$ cat src/rtl/casc_intc_pkg.sv
package casc_intc_pkg;
  localparam int unsigned NSRC = 32;
  localparam int unsigned AW   = 3;

  typedef enum logic [AW-1:0] {
    A_STAT = 3'd0,
    A_ENAB = 3'd1,
    A_CRIT = 3'd2,
    A_POL  = 3'd3,
    A_TRIG = 3'd4,
    A_MASK = 3'd5
  } reg_addr_e;
endpackage

$ cat src/rtl/casc_intc_detect.sv
module casc_intc_detect #(
  parameter int unsigned N = 32
) (
  input  logic         clk_i,
  input  logic         rst_ni,
  input  logic [N-1:0] irq_i,
  input  logic [N-1:0] pol_i,
  input  logic [N-1:0] trig_i,
  output logic [N-1:0] set_o,
  output logic [N-1:0] act_o
);
  logic [N-1:0] prev_q;

  always_ff @(posedge clk_i or negedge rst_ni) begin
    if (!rst_ni) prev_q <= '0;
    else         prev_q <= irq_i;
  end

  for (genvar g = 0; g < N; g++) begin : g_src
    logic lvl, edg;
    always_comb begin
      lvl      = pol_i[g] ? irq_i[g] : ~irq_i[g];
      edg      = pol_i[g] ? (irq_i[g] & ~prev_q[g]) : (~irq_i[g] & prev_q[g]);
      set_o[g] = trig_i[g] ? edg : lvl;
      act_o[g] = lvl;
    end
  end
endmodule

$ cat src/rtl/casc_intc_regs.sv
module casc_intc_regs
  import casc_intc_pkg::*;
#(
  parameter int unsigned N  = 32,
  parameter int unsigned AW = 3
) (
  input  logic          clk_i,
  input  logic          rst_ni,
  input  logic          we_i,
  input  logic [AW-1:0] addr_i,
  input  logic [N-1:0]  wdata_i,
  input  logic [N-1:0]  set_i,
  output logic [N-1:0]  rdata_o,
  output logic [N-1:0]  sr_o,
  output logic [N-1:0]  er_o,
  output logic [N-1:0]  cr_o,
  output logic [N-1:0]  pr_o,
  output logic [N-1:0]  tr_o,
  output logic [N-1:0]  msr_o
);
  logic [N-1:0] sr_q, er_q, cr_q, pr_q, tr_q, clr;

  function automatic logic hit(input logic [AW-1:0] a, input reg_addr_e r);
    return a == AW'(r);
  endfunction

  assign clr = (we_i && hit(addr_i, A_STAT)) ? wdata_i : '0;

  always_ff @(posedge clk_i or negedge rst_ni) begin
    if (!rst_ni) begin
      sr_q <= '0; er_q <= '0; cr_q <= '0; pr_q <= '0; tr_q <= '0;
    end else begin
      sr_q <= (sr_q & ~clr) | set_i;  // set wins
      if (we_i && hit(addr_i, A_ENAB)) er_q <= wdata_i;
      if (we_i && hit(addr_i, A_CRIT)) cr_q <= wdata_i;
      if (we_i && hit(addr_i, A_POL))  pr_q <= wdata_i;
      if (we_i && hit(addr_i, A_TRIG)) tr_q <= wdata_i;
    end
  end

  assign msr_o = sr_q & er_q;

  always_comb begin
    rdata_o = '0;
    if      (hit(addr_i, A_STAT)) rdata_o = sr_q;
    else if (hit(addr_i, A_ENAB)) rdata_o = er_q;
    else if (hit(addr_i, A_CRIT)) rdata_o = cr_q;
    else if (hit(addr_i, A_POL))  rdata_o = pr_q;
    else if (hit(addr_i, A_TRIG)) rdata_o = tr_q;
    else if (hit(addr_i, A_MASK)) rdata_o = msr_o;
  end

  assign sr_o = sr_q;
  assign er_o = er_q;
  assign cr_o = cr_q;
  assign pr_o = pr_q;
  assign tr_o = tr_q;
endmodule

$ cat src/rtl/casc_intc_merge.sv
module casc_intc_merge #(
  parameter int unsigned N = 32
) (
  input  logic         clk_i,
  input  logic         rst_ni,
  input  logic [N-1:0] msr_i,
  input  logic [N-1:0] cr_i,
  output logic         irq_o,
  output logic         crit_o
);
  logic irq_q, crit_q;

  always_ff @(posedge clk_i or negedge rst_ni) begin
    if (!rst_ni) begin
      irq_q  <= 1'b0;
      crit_q <= 1'b0;
    end else begin
      irq_q  <= |(msr_i & ~cr_i);
      crit_q <= |(msr_i & cr_i);
    end
  end

  assign irq_o  = irq_q;
  assign crit_o = crit_q;
endmodule

$ cat src/rtl/casc_intc.sv
module casc_intc
  import casc_intc_pkg::*;
#(
  parameter int unsigned N_SRC  = NSRC,
  parameter int unsigned ADDR_W = AW
) (
  input  logic              clk_i,
  input  logic              rst_ni,
  input  logic              we_i,
  input  logic [ADDR_W-1:0] addr_i,
  input  logic [N_SRC-1:0]  wdata_i,
  output logic [N_SRC-1:0]  rdata_o,
  input  logic [N_SRC-1:0]  irq_i,
  output logic              irq_o,
  output logic              crit_o
);
  logic [N_SRC-1:0] sr_q, er_q, cr_q, pr_q, tr_q, msr, set_v, act_v;

  casc_intc_detect #(.N(N_SRC)) u_detect (
    .clk_i, .rst_ni, .irq_i,
    .pol_i(pr_q), .trig_i(tr_q), .set_o(set_v), .act_o(act_v)
  );

  casc_intc_regs #(.N(N_SRC), .AW(ADDR_W)) u_regs (
    .clk_i, .rst_ni, .we_i, .addr_i, .wdata_i,
    .set_i(set_v), .rdata_o,
    .sr_o(sr_q), .er_o(er_q), .cr_o(cr_q), .pr_o(pr_q), .tr_o(tr_q), .msr_o(msr)
  );

  casc_intc_merge #(.N(N_SRC)) u_merge (
    .clk_i, .rst_ni, .msr_i(msr), .cr_i(cr_q), .irq_o, .crit_o
  );
endmodule

$ cat config.mk
export PLATFORM = sky130hd
export DESIGN_NAME = casc_intc
export DESIGN_NICKNAME = d
export VERILOG_FILES = /design/src/rtl/casc_intc_pkg.sv /design/src/rtl/casc_intc_detect.sv /design/src/rtl/casc_intc_regs.sv /design/src/rtl/casc_intc_merge.sv /design/src/rtl/casc_intc.sv
export SDC_FILE = /design/constraint.sdc
export NUM_CORES = 1
export LEC_CHECK = 0
export BUFFER_PORTS_ARGS = -buffer_cell sky130_fd_sc_hd__buf_4
export CAP_MARGIN = 10
export CORE_AREA = 4 4 140 142
export CTS_CLUSTER_SIZE = 24
export DETAILED_ROUTE_END_ITERATION = 10
export DIE_AREA = 0 0 144 146
export PLACE_DENSITY = 0.78
export SLEW_MARGIN = 20
export SYNTH_ARGS = -nofsm -noshare
export SYNTH_HDL_FRONTEND = slang
export SYNTH_HIERARCHICAL = 1
export SYNTH_SLANG_ARGS = --single-unit
$ cat constraint.sdc
create_clock -name clk_i -period 1.7 [get_ports clk_i]
set_input_delay 0.17 -clock clk_i [delete_from_list [all_inputs] [get_ports clk_i]]
set_output_delay 0.17 -clock clk_i [all_outputs]
set_load 0.05 [all_outputs]
After elaboration in Yosys (flattened, before gate mapping)
Cells that the tools add are included.

Register bits after elaboration: 194. Output and inout bits: 34.

Equal/unequal tests: 5. Multiplexer cells: 103. Bitwise logic cells: 135. Reduce and logical (&&, ||, !) cells: 8.

Operators with widths (count): 32-bit 2-to-1 mux (7); 32-bit AND (4); 1-bit 2-to-1 mux (96); 1-bit AND (64); 1-bit inverter (64); 32-bit inverter (2); 32-bit OR reduction (2); 32-bit bitwise OR (1); 3-bit by 2-bit == test with 1-bit output, second input constant (2); 3-bit == test, second input constant (2); 1-bit logical AND (5); 3-bit by 1-bit == test with 1-bit output, second input constant (1); 3-bit logical NOT (1).

Logic depth before layout (Yosys ltp)
Gate-level depths: netlist of run 1.

Depth in word-level cells: 7. Depth in mapped cells: 6. Depth with buffers taken out: 5.

Cells and area by module
Netlist of run 1, hierarchy kept.

By module, submodules not included: casc_intc_regs (times used 1, cells an instance 628, area each 8025.2 um2); casc_intc_detect (times used 1, cells an instance 224, area each 2162.1 um2); casc_intc_merge (times used 1, cells an instance 76, area each 459.2 um2).

Worst setup path after synthesis of run 1
Ideal clock, no wire load.

Path kind: in2out. Start: in addr_i[2]. End: out rdata_o[10]. Data arrival time: 1.721 ns. Path slack: -0.191 ns. Stages on the path: 5. Buffers on the path: 3. Path through: buf_6 or2_2 buf_2 buf_2 o221ai_1.

Cells in the longest elaborated chain, start to end: 7.

RTL lines: start, declared (line casc_intc.sv:10) `input logic [ADDR_W-1:0] addr_i,`; 3-bit == test (line casc_intc_regs.sv:24) `return a == AW'(r);`; 32-bit 2-to-1 mux (line casc_intc_regs.sv:50) `else if (hit(addr_i, A_MASK)) rdata_o = msr_o;`; 32-bit 2-to-1 mux (line casc_intc_regs.sv:49) `else if (hit(addr_i, A_TRIG)) rdata_o = tr_q;`; 32-bit 2-to-1 mux (line casc_intc_regs.sv:48) `else if (hit(addr_i, A_POL)) rdata_o = pr_q;`; 32-bit 2-to-1 mux (line casc_intc_regs.sv:47) `else if (hit(addr_i, A_CRIT)) rdata_o = cr_q;`; 32-bit 2-to-1 mux (line casc_intc_regs.sv:46) `else if (hit(addr_i, A_ENAB)) rdata_o = er_q;`; 32-bit 2-to-1 mux * (line casc_intc_regs.sv:45) `if (hit(addr_i, A_STAT)) rdata_o = sr_q;`; end, declared (line casc_intc.sv:12) `output logic [N_SRC-1:0] rdata_o,`.

Every way passes the cells marked *; elsewhere a longest branch is shown, timed or not.

Worst setup path in the final report of run 1
Start: reg u_regs.sr_q[9], in the netlist u_regs/sr_o[9]. End: out rdata_o[9].

Cells in the longest elaborated chain, start to end: 7.

RTL lines: start, declared (line casc_intc_regs.sv:21) `logic [N-1:0] sr_q, er_q, cr_q, pr_q, tr_q, clr;`; start signal, assigned (line casc_intc_regs.sv:33) `sr_q <= (sr_q & ~clr) | set_i;`; 32-bit AND (line casc_intc_regs.sv:41) `assign msr_o = sr_q & er_q;`; 32-bit 2-to-1 mux (line casc_intc_regs.sv:50); 32-bit 2-to-1 mux (line casc_intc_regs.sv:49); 32-bit 2-to-1 mux (line casc_intc_regs.sv:48); 32-bit 2-to-1 mux (line casc_intc_regs.sv:47); 32-bit 2-to-1 mux (line casc_intc_regs.sv:46); 32-bit 2-to-1 mux * (line casc_intc_regs.sv:45).

Marks and branches as above.

==> results.json, run 1 <==
{
  "seq_power_share": 0.430,
  "die-width_um": 144,
  "io_pins": 104,
  "pwr_density_cell_nw_per_um2": 1090,
  "hold_path.class": "in -> reg",
  "rsz0062_at_grt": "yes",
  "maxSlewViolCount": 0,
  "syn2layout_area_growth_pct": 30.2,
  "post-route-cell-area_um2": 13200,
  "netSwitchingFraction": 0.323,
  "ys_warn_count": 6,
  "grt_pass1_vias": 7868,
  "diodes": 0,
  "fin_nets": 1160,
  "grt.total_usage": 0.254,
  "fin_crit_ns": 1.75,
  "syn_avg_cell_area_um2": 11.7,
  "status": "complete, but fails checks",
  "placed_area_um2": 11400,
  "critPathMaxStageDelay_ns": 0.40,
  "critPathSlowestCell": "dfrtp_1",
  "slew_headroom": 0.725,
  "vias_per_cell": 5.90,
  "fillers": 1208,
  "fin_crit_sh": 1.03,
  "drive_gt1_frac": 0.357,
  "dp_hpwl_mm": 17.7,
  "clkPwrFrac": 0.272,
  "wirelength_mm": 27.1,
  "grt_overflow": 0,
  "pwr-share-comb": 0.298,
  "layout_commonest_cell": "dfrtp_1",
  "numClockSinks": 194,
  "hold_violations": 0,
  "p_switching_w": 0.00463,
  "fin_ws_ns": -0.0521,
  "finalSetupViolCount": 4,
  "synth_area_um2": 10100,
  "post-place-ws_ns": 0.0726,
  "numCtsBuffers": 17,
  "power.internal_w": 0.00968,
  "core_um2": 18500,
  "io_buffers": 103,
  "synthesis.nets": 934,
  "crit_fanout": 3,
  "cts.path.max_buffers": 2,
  "peakVddDrop_uv": 1010,
  "path_clk_slew_ns": 0.07,
  "cts_tree": "built",
  "die_h_um": 146,
  "skew_ns": 0.00968,
  "violations": "negative setup slack",
  "ant_nets": 0,
  "dieArea_um2": 21000,
  "power.static_leakage_nw": 5.87,
  "start_kind": "flip-flop",
  "cp_cell_sequence": "mux2_2 > a32oi_1 > nand3_1 > buf_6",
  "wire_per_inst_um": 20.3,
  "start_util": 0.549,
  "endpoint_kind": "output pin",
  "total_power_w": 0.0143,
  "row_count": 50,
  "clk_latency_ns": 0.43,
  "drtPass1Iterations": 5,
  "fmax_ghz": 0.571,
  "routabilityCongestion": 0.843,
  "htree_levels": 4,
  "clockRootBuffer": "clkbuf_16",
  "cap_viol_max_count": 0,
  "required_ns": 1.53,
  "arrival_ns": 1.58,
  "drc": 0,
  "grt_max_degree": 53,
  "syn_inst": 864,
  "worst_slew_pin_slew_ns": 0.412,
  "worstSetupPathType": "reg -> out",
  "holdWs_ns": 0.0140,
  "grt_pass1_wl_mm": 42.1,
  "dr_total_vias": 7881,
  "final_cell_mix": "dfrtp_1, buf_4, mux2_2, dlygate4sd3_1, mux2i_1",
  "dr.first_iter.drc_count": 444,
  "grt_antenna_before_repair": 0
}
## final cells by class
type	instances	area, µm²	area share
flip-flops and latches	194	4850	0.368
clock inverters	10	100	0.00759
multi-input cells	596	5070	0.384
well taps	234	293	0.0222
inverters	33	124	0.00939
clock buffers	21	460	0.0349
repair buffers	248	2290	0.173
## repair_timing
| action | CTS | global route |
|---|---|---|
| pin swaps | 11 | 18 |
| setup buffers | 28 | 15 |
| endpoints found under the setup margin | 29 | 33 |
| resized for setup | 42 | 53 |
| hold buffers | 56 | 0 |
| hold endpoints to repair | 116 | 0 |
## final timing paths
check / startpoint / endpoint / slack (ns) / cells past startpoint
min reg2reg: u_regs/sr_o[31] / u_regs/sr_o[31] / 0.50 / 1
max in group asynchronous: rst_ni / u_regs/pr_o[18] / 0.82 / 3
max: u_regs/sr_o[9] / rdata_o[9] / -0.05 / 4
max reg2reg: u_regs/er_o[18] / u_merge/crit_o / -0.01 / 5
min in group asynchronous: rst_ni / u_regs/tr_o[2] / 0.25 / 2
min: wdata_i[11] / u_regs/pr_o[11] / 0.01 / 2
## flip-flops by register name (all words and copies together) (netlist names)
name	cells
u_regs/er_o	32
u_merge/crit_o	1
u_regs/pr_o	32
u_merge/irq_o	1
u_detect/prev_q	32
u_regs/sr_o	32
u_regs/cr_o	32
u_regs/tr_o	32
## worst max-delay path, delay by kind of cell (launching register included)
kind	cells	cell delay, ns
DFF	1	0.40
muxes	1	0.26
buffers and inverters	1	0.19
AOI/OAI and AO/OA	1	0.15
and+or+nand+nor	1	0.15
## power by group through the flow
stage | clock network [W] | logic [W] | registers (W)
2_1_floorplan | 0 | 0.00258 | 0.00598
3_3_place_gp | 0 | 0.00354 | 0.00618
3_5_place_dp | 0 | 0.00363 | 0.00622
4_1_cts | 0.00394 | 0.00399 | 0.00612
5_1_grt | 0.00415 | 0.00455 | 0.00627
6_report | 0.00389 | 0.00427 | 0.00615
## per-layer routing
layer  wire (µm)  global-route usage  vias up
met5           0                   0        -
met4         449              0.0650        0
met3        1320              0.0437       32
met2       13600               0.422      225
met1       11600               0.343     3997
li1            -                   -     3627
## metrics by stage
step | TNS (ns) | util | cells
after floorplan | -4.13 | - | 864
after detailed placement | 0 | 0.619 | 1206
final | -0.115 | 0.715 | 1336
after CTS | -0.159 | 0.697 | 1321
after global placement | 0 | 0.619 | 1206
after global routing | -0.598 | 0.715 | 1336
Note: power is estimated with default switching activity, not from simulation.
==> run 2, diff against run 1 <==
- clock period: 1.7 -> 1.8 ns (I/O delays scaled with it)
==> run 2 against run 1 <==
  * The run now ends clean
  * Register-to-register slack better by 0.08 ns
  * Critical path depth unchanged
  * Flip-flop and latch count unchanged
  * Sequential share of layout area up 1.8 points
  * Wire length down 5.9%
  * Die area unchanged
  * Worst hold slack worse by 0.0036 ns
  * Worst setup slack better by 0.072 ns
  * Core utilization down 3.3 points
  * Global-route usage down 1.0 points
  * Via count down 3.8%
  * Combinational power down 16%
  * Largest cell class unchanged
  * Highest routed layer unchanged
==> results.json, run 2 (synthesis gave the netlist of run 1 again) <==
{
  "routabilityCongestion": 0.849,
  "endpoint_kind": "output pin",
  "fin_crit_sh": 0.989,
  "ant_nets": 0,
  "reg2reg_to": "u_merge/crit_o",
  "grt_pass1_wl_mm": 40.3,
  "pwr_density_cell_nw_per_um2": 1090,
  "worst_slew_pin_slew_ns": 0.445,
  "hold_violations": 0,
  "die-width_um": 144,
  "routed-wl-met3_mm": 1.41,
  "power.static_leakage_nw": 5.64,
  "regArea_um2": 4850,
  "critPathSlowestCell": "dfrtp_1",
  "io_pins": 104,
  "maxSlewViolCount": 0,
  "slew_headroom": 0.703,
  "final_cell_mix": "dfrtp_1, buf_4, mux2_2, mux2i_1, dlygate4sd3_1",
  "path_clk_slew_ns": 0.07,
  "r2r_cells": 5,
  "fin_util": 0.681,
  "wire_per_inst_um": 19.9,
  "numClockSinks": 194,
  "wl_met1_mm": 11.2,
  "cts.path.max_buffers": 2,
  "met2WireLength_mm": 12.3,
  "holdWs_ns": 0.0104,
  "core_um2": 18500,
  "syn2layout_area_growth_pct": 24.2,
  "multi_input_area_um2": 4900,
  "start_kind": "flip-flop",
  "rsz0062_at_grt": "yes",
  "finalSetupViolCount": 0,
  "hp-start": "wdata_i[13]",
  "fin_crit_ns": 1.78,
  "reg2reg_slack_ns": 0.07,
  "cap_viol_max_count": 0,
  "die_h_um": 146,
  "numCtsBuffers": 17,
  "clockRootBuffer": "clkbuf_16",
  "fmax_ghz": 0.562,
  "clk_latency_ns": 0.43,
  "vias_per_cell": 5.94,
  "placed_cells": 1194,
  "fillers": 1298,
  "critPathTopFamily": "flip-flops",
  "skew_ns": 0.00839,
  "grt_pass1_vias": 7565,
  "worstSetupPathType": "reg -> out",
  "diodes": 0,
  "grt.total_usage": 0.243,
  "critPathMaxStageDelay_ns": 0.42,
  "wirelength_mm": 25.5,
  "whs_path_depth": 2,
  "crit_buf_inv": 1,
  "htree_levels": 4,
  "drtPass1Iterations": 5,
  "drc": 0,
  "layout_commonest_cell": "dfrtp_1",
  "routed.top_layer": "met4",
  "fin_nets": 1101,
  "final_cells": 1278,
  "row_count": 50,
  "start_util": 0.549,
  "grt_max_degree": 52,
  "whs_endpoint": "u_regs/tr_o[13]",
  "dr.first_iter.drc_count": 468,
  "fin_ws_ns": 0.0202,
  "io_buffers": 103,
  "peakVddDrop_uv": 755,
  "post-place-ws_ns": 0.142,
  "hold_path.class": "in -> reg",
  "crit_fanout": 3,
  "arrival_ns": 1.60,
  "status": "finished, final reports clean",
  "cts_tree": "built",
  "grt_overflow": 0,
  "cp_cell_sequence": "mux2_2 > a32oi_1 > nand3_1 > buf_6",
  "dr_total_vias": 7585,
  "r2r-start": "u_regs/sr_o[20]",
  "drive_gt1_frac": 0.304,
  "required_ns": 1.62,
  "dp_hpwl_mm": 16.9,
  "grt_antenna_before_repair": 0,
  "dieArea_um2": 21000
}
==> run 2: cell count changes in the layout (fill, tap and decap cells not counted), moves of 6 or more <==
cell,change
buf_4,-27
buf_6,-17
dlygate4sd3_1,-16
o221ai_1,+15
o221ai_2,-15
o21ai_2,-10
o21ai_0,+6
==> run 2: timing repair <==
item,CTS,global route
gates resized for setup,2,34
setup buffers,0,12
hold buffers,40,0
hold endpoints to repair,143,0
setup endpoints to repair,2,25
pin swaps,0,1
==> run 2: final cells by class <==
| class | count | share of cell area |
|---|---|---|
| multi-input cells | 596 | 0.389 |
| flip-flops and latches | 194 | 0.386 |
| repair buffers | 189 | 0.139 |
| clock buffers | 20 | 0.0363 |
| well taps | 234 | 0.0233 |
| clock inverters | 12 | 0.0160 |
| inverters | 33 | 0.00985 |
==> run 2: power by group <==
group	switching [W]	internal, W
combinational	0.00178	0.00183
sequential	0.000739	0.00508
clock	0.00167	0.00255
total	0.00419	0.00946
==> run 2: worst max-delay path by stage <==
stage / from / to / slack [ns] / cells past startpoint
floorplan: addr_i[2] / rdata_o[10] / -0.11 / 5
global placement: u_regs/sr_o[18] / u_merge/crit_o / 0.16 / 4
detailed placement: addr_i[0] / rdata_o[12] / 0.14 / 6
CTS: u_regs/sr_o[9] / rdata_o[9] / 0.0008 / 4
global route: u_regs/sr_o[21] / rdata_o[21] / -0.07 / 4
finish: u_regs/sr_o[9] / rdata_o[9] / 0.02 / 4
==> run 2: worst reg2reg max path, delay by kind of cell, from the launching register on <==
| family | cells | cell delay [ns] |
|---|---|---|
| flip-flops | 1 | 0.39 |
| buffers and inverters | 1 | 0.14 |
| AND/OR/NAND/NOR | 3 | 0.76 |
| AO/OA/AOI/OAI | 1 | 0.31 |
==> run 2: layer usage <==
| layer | vias up | track usage |
|---|---|---|
| li1 | 3487 | - |
| met1 | 3825 | 0.335 |
| met2 | 231 | 0.394 |
| met3 | 42 | 0.0417 |
| met4 | 0 | 0.0749 |
| met5 | - | 0 |
==> run 2: through the flow <==
| stage | power, W | instance area, µm² | setup TNS (ns) |
|---|---|---|---|
| 2_1_floorplan | 0.00809 | 10100 | -2.23 |
| 4_1_cts | 0.0136 | 12400 | 0 |
| 5_1_grt | 0.0143 | 12600 | -0.115 |
| 3_5_place_dp | 0.00926 | 11300 | 0 |
| 3_3_place_gp | 0.00914 | 11300 | 0 |
| 6_report | 0.0136 | 12600 | 0 |
==> run 3, diff against run 2 <==
- CORE_AREA: 4 4 140 142 -> 5 5 141 143
- DIE_AREA: 0 0 144 146 -> 0 0 146 148
==> run 3 against run 2 <==
  * Global-route usage grew 0.068 points
  * Combinational power barely moved
  * Sequential share of layout area is 0.15 points higher
  * Via count rose by 0.87%
  * Die area up 2.8%
  * Flip-flop and latch count stayed put
  * First-iteration DRC count up 19%
  * Wire length is 3.9% higher
  * Fmax fell by 0.35%
==> results.json, run 3 (synthesis gave the netlist of run 1 again) <==
{
  "critPathMaxStageDelay_ns": 0.40,
  "arrival_ns": 1.61,
  "path_clk_slew_ns": 0.07,
  "start_kind": "flip-flop",
  "placed_cells": 1203,
  "core_um2": 18500,
  "clk_latency_ns": 0.44,
  "clockRootBuffer": "clkbuf_16",
  "io_pins": 104,
  "rsz0062_at_grt": "yes",
  "fin_ws_ns": 0.0140,
  "wire_per_inst_um": 20.6,
  "htree_levels": 4,
  "routed-wl-met3_mm": 1.31,
  "io_buffers": 103,
  "crit_fanout": 3,
  "grt_antenna_before_repair": 0,
  "peakVddDrop_uv": 800,
  "worst_slew_pin_slew_ns": 0.486,
  "cts_tree": "built",
  "grt_max_degree": 55,
  "grt.total_usage": 0.244,
  "dp_hpwl_mm": 17.5,
  "numClockSinks": 194,
  "final_cell_mix": "dfrtp_1, buf_4, mux2_2, mux2i_1, dlygate4sd3_1",
  "grt_overflow": 0,
  "finalSetupTns_ns": 0,
  "syn2layout_area_growth_pct": 23.7,
  "maxSlewViolCount": 0,
  "start_util": 0.549,
  "skew_ns": 0.0115,
  "fmax_ghz": 0.560,
  "post-place-ws_ns": 0.134,
  "endpoint_kind": "output pin",
  "grt_pass1_vias": 7784,
  "fin_crit_sh": 0.992,
  "row_count": 50,
  "vias_per_cell": 5.97,
  "fin_crit_ns": 1.79,
  "cp_cell_sequence": "mux2_4 > a32oi_2 > nand3_2 > buf_6",
  "r2r_cells": 4,
  "finalSetupViolCount": 0,
  "fin_nets": 1104,
  "final_cells": 1282,
  "wirelength_mm": 26.5,
  "drive_gt1_frac": 0.304,
  "holdWs_ns": 0.0159,
  "dieArea_um2": 21600,
  "grt_pass1_wl_mm": 41.7,
  "reg2reg_slack_ns": 0.12,
  "ant_nets": 0,
  "critPathSlowestCell": "dfrtp_1",
  "slew_headroom": 0.676,
  "dr.first_iter.drc_count": 559,
  "power.static_leakage_nw": 5.63,
  "met2WireLength_mm": 12.7,
  "dr_total_vias": 7651,
  "numCtsBuffers": 17,
  "drc": 0,
  "die_h_um": 148,
  "die-width_um": 146,
  "routed.top_layer": "met4",
  "whs_path_depth": 2,
  "pwr_density_cell_nw_per_um2": 1070,
  "required_ns": 1.62,
  "hold_path.class": "in -> reg",
  "status": "finished, final reports clean",
  "layout_commonest_cell": "dfrtp_1",
  "fin_util": 0.679,
  "worstSetupPathType": "reg -> out",
  "cts.path.max_buffers": 2,
  "cap_viol_max_count": 0,
  "drtPass1Iterations": 5,
  "routabilityCongestion": 0.841,
  "wl_met1_mm": 11.7,
  "hold_violations": 0
}
run 3: cell count changes in the layout (fill, tap and decap cells not counted), moves of 2 or more:
cell / previous run / this run
clkbuf_1: 1 / 4
bufinv_16: 5 / 3
buf_12: 16 / 12
dlygate4sd3_1: 40 / 42
o21ai_1: 20 / 22
o221ai_1: 22 / 19
o221ai_2: 5 / 8
buf_4: 125 / 131
run 3: metal layers:
metal | vias to the layer above | track usage
met1 | 3850 | 0.323
met2 | 247 | 0.399
met4 | 0 | 0.0889
met3 | 52 | 0.0521
li1 | 3502 | -
met5 | - | 0
run 3: critical path: cells and delay by family (launching register included):
kind                   cells  cell delay, ns
buffers and inverters      1            0.17
AND/OR/NAND/NOR            1            0.12
multiplexers               1            0.28
AO/OA/AOI/OAI              1            0.21
flip-flops                 1            0.40
run 3: area by class of cell:
type / instances / area [µm²]
clock inverter: 8 / 125
tap: 234 / 293
antenna: 1 / 2.50
multi-input combinational: 596 / 4920
sequential: 194 / 4850
clock buffer: 24 / 482
inverter: 33 / 124
fill: 1332 / 5930
timing repair buffer: 192 / 1730
run 3: timing repair:
action,CTS,global route
setup buffers,0,4
pin swaps,1,6
hold endpoints to repair,91,0
resized for setup,6,34
setup endpoints to repair,5,23
hold buffers,42,0
run 3: final timing paths:
path | startpoint | endpoint
min reg2reg | u_regs/sr_o[3] | u_regs/sr_o[3]
min | wdata_i[2] | u_regs/tr_o[2]
max reg2reg | u_regs/sr_o[18] | u_merge/crit_o
max | u_regs/sr_o[18] | rdata_o[18]
max in group asynchronous | rst_ni | u_regs/pr_o[14]
min in group asynchronous | rst_ni | u_detect/prev_q[30]
run 3: where the power goes:
group / internal (W) / total, W / switching, W / leakage (nW)
Clock: 0.00231 / 0.00397 / 0.00166 / 0.295
Sequential: 0.00508 / 0.00583 / 0.000745 / 2.22
Combinational: 0.00182 / 0.00363 / 0.00181 / 3.11
run 3: stage by stage:
| stage | total power, W | instance area, µm² |
|---|---|---|
| 5_1_grt | 0.0140 | 12500 |
| 6_report | 0.0134 | 12500 |
| 3_5_place_dp | 0.00930 | 11400 |
| 2_1_floorplan | 0.00809 | 10100 |
| 3_3_place_gp | 0.00918 | 11400 |
| 4_1_cts | 0.0134 | 12400 |
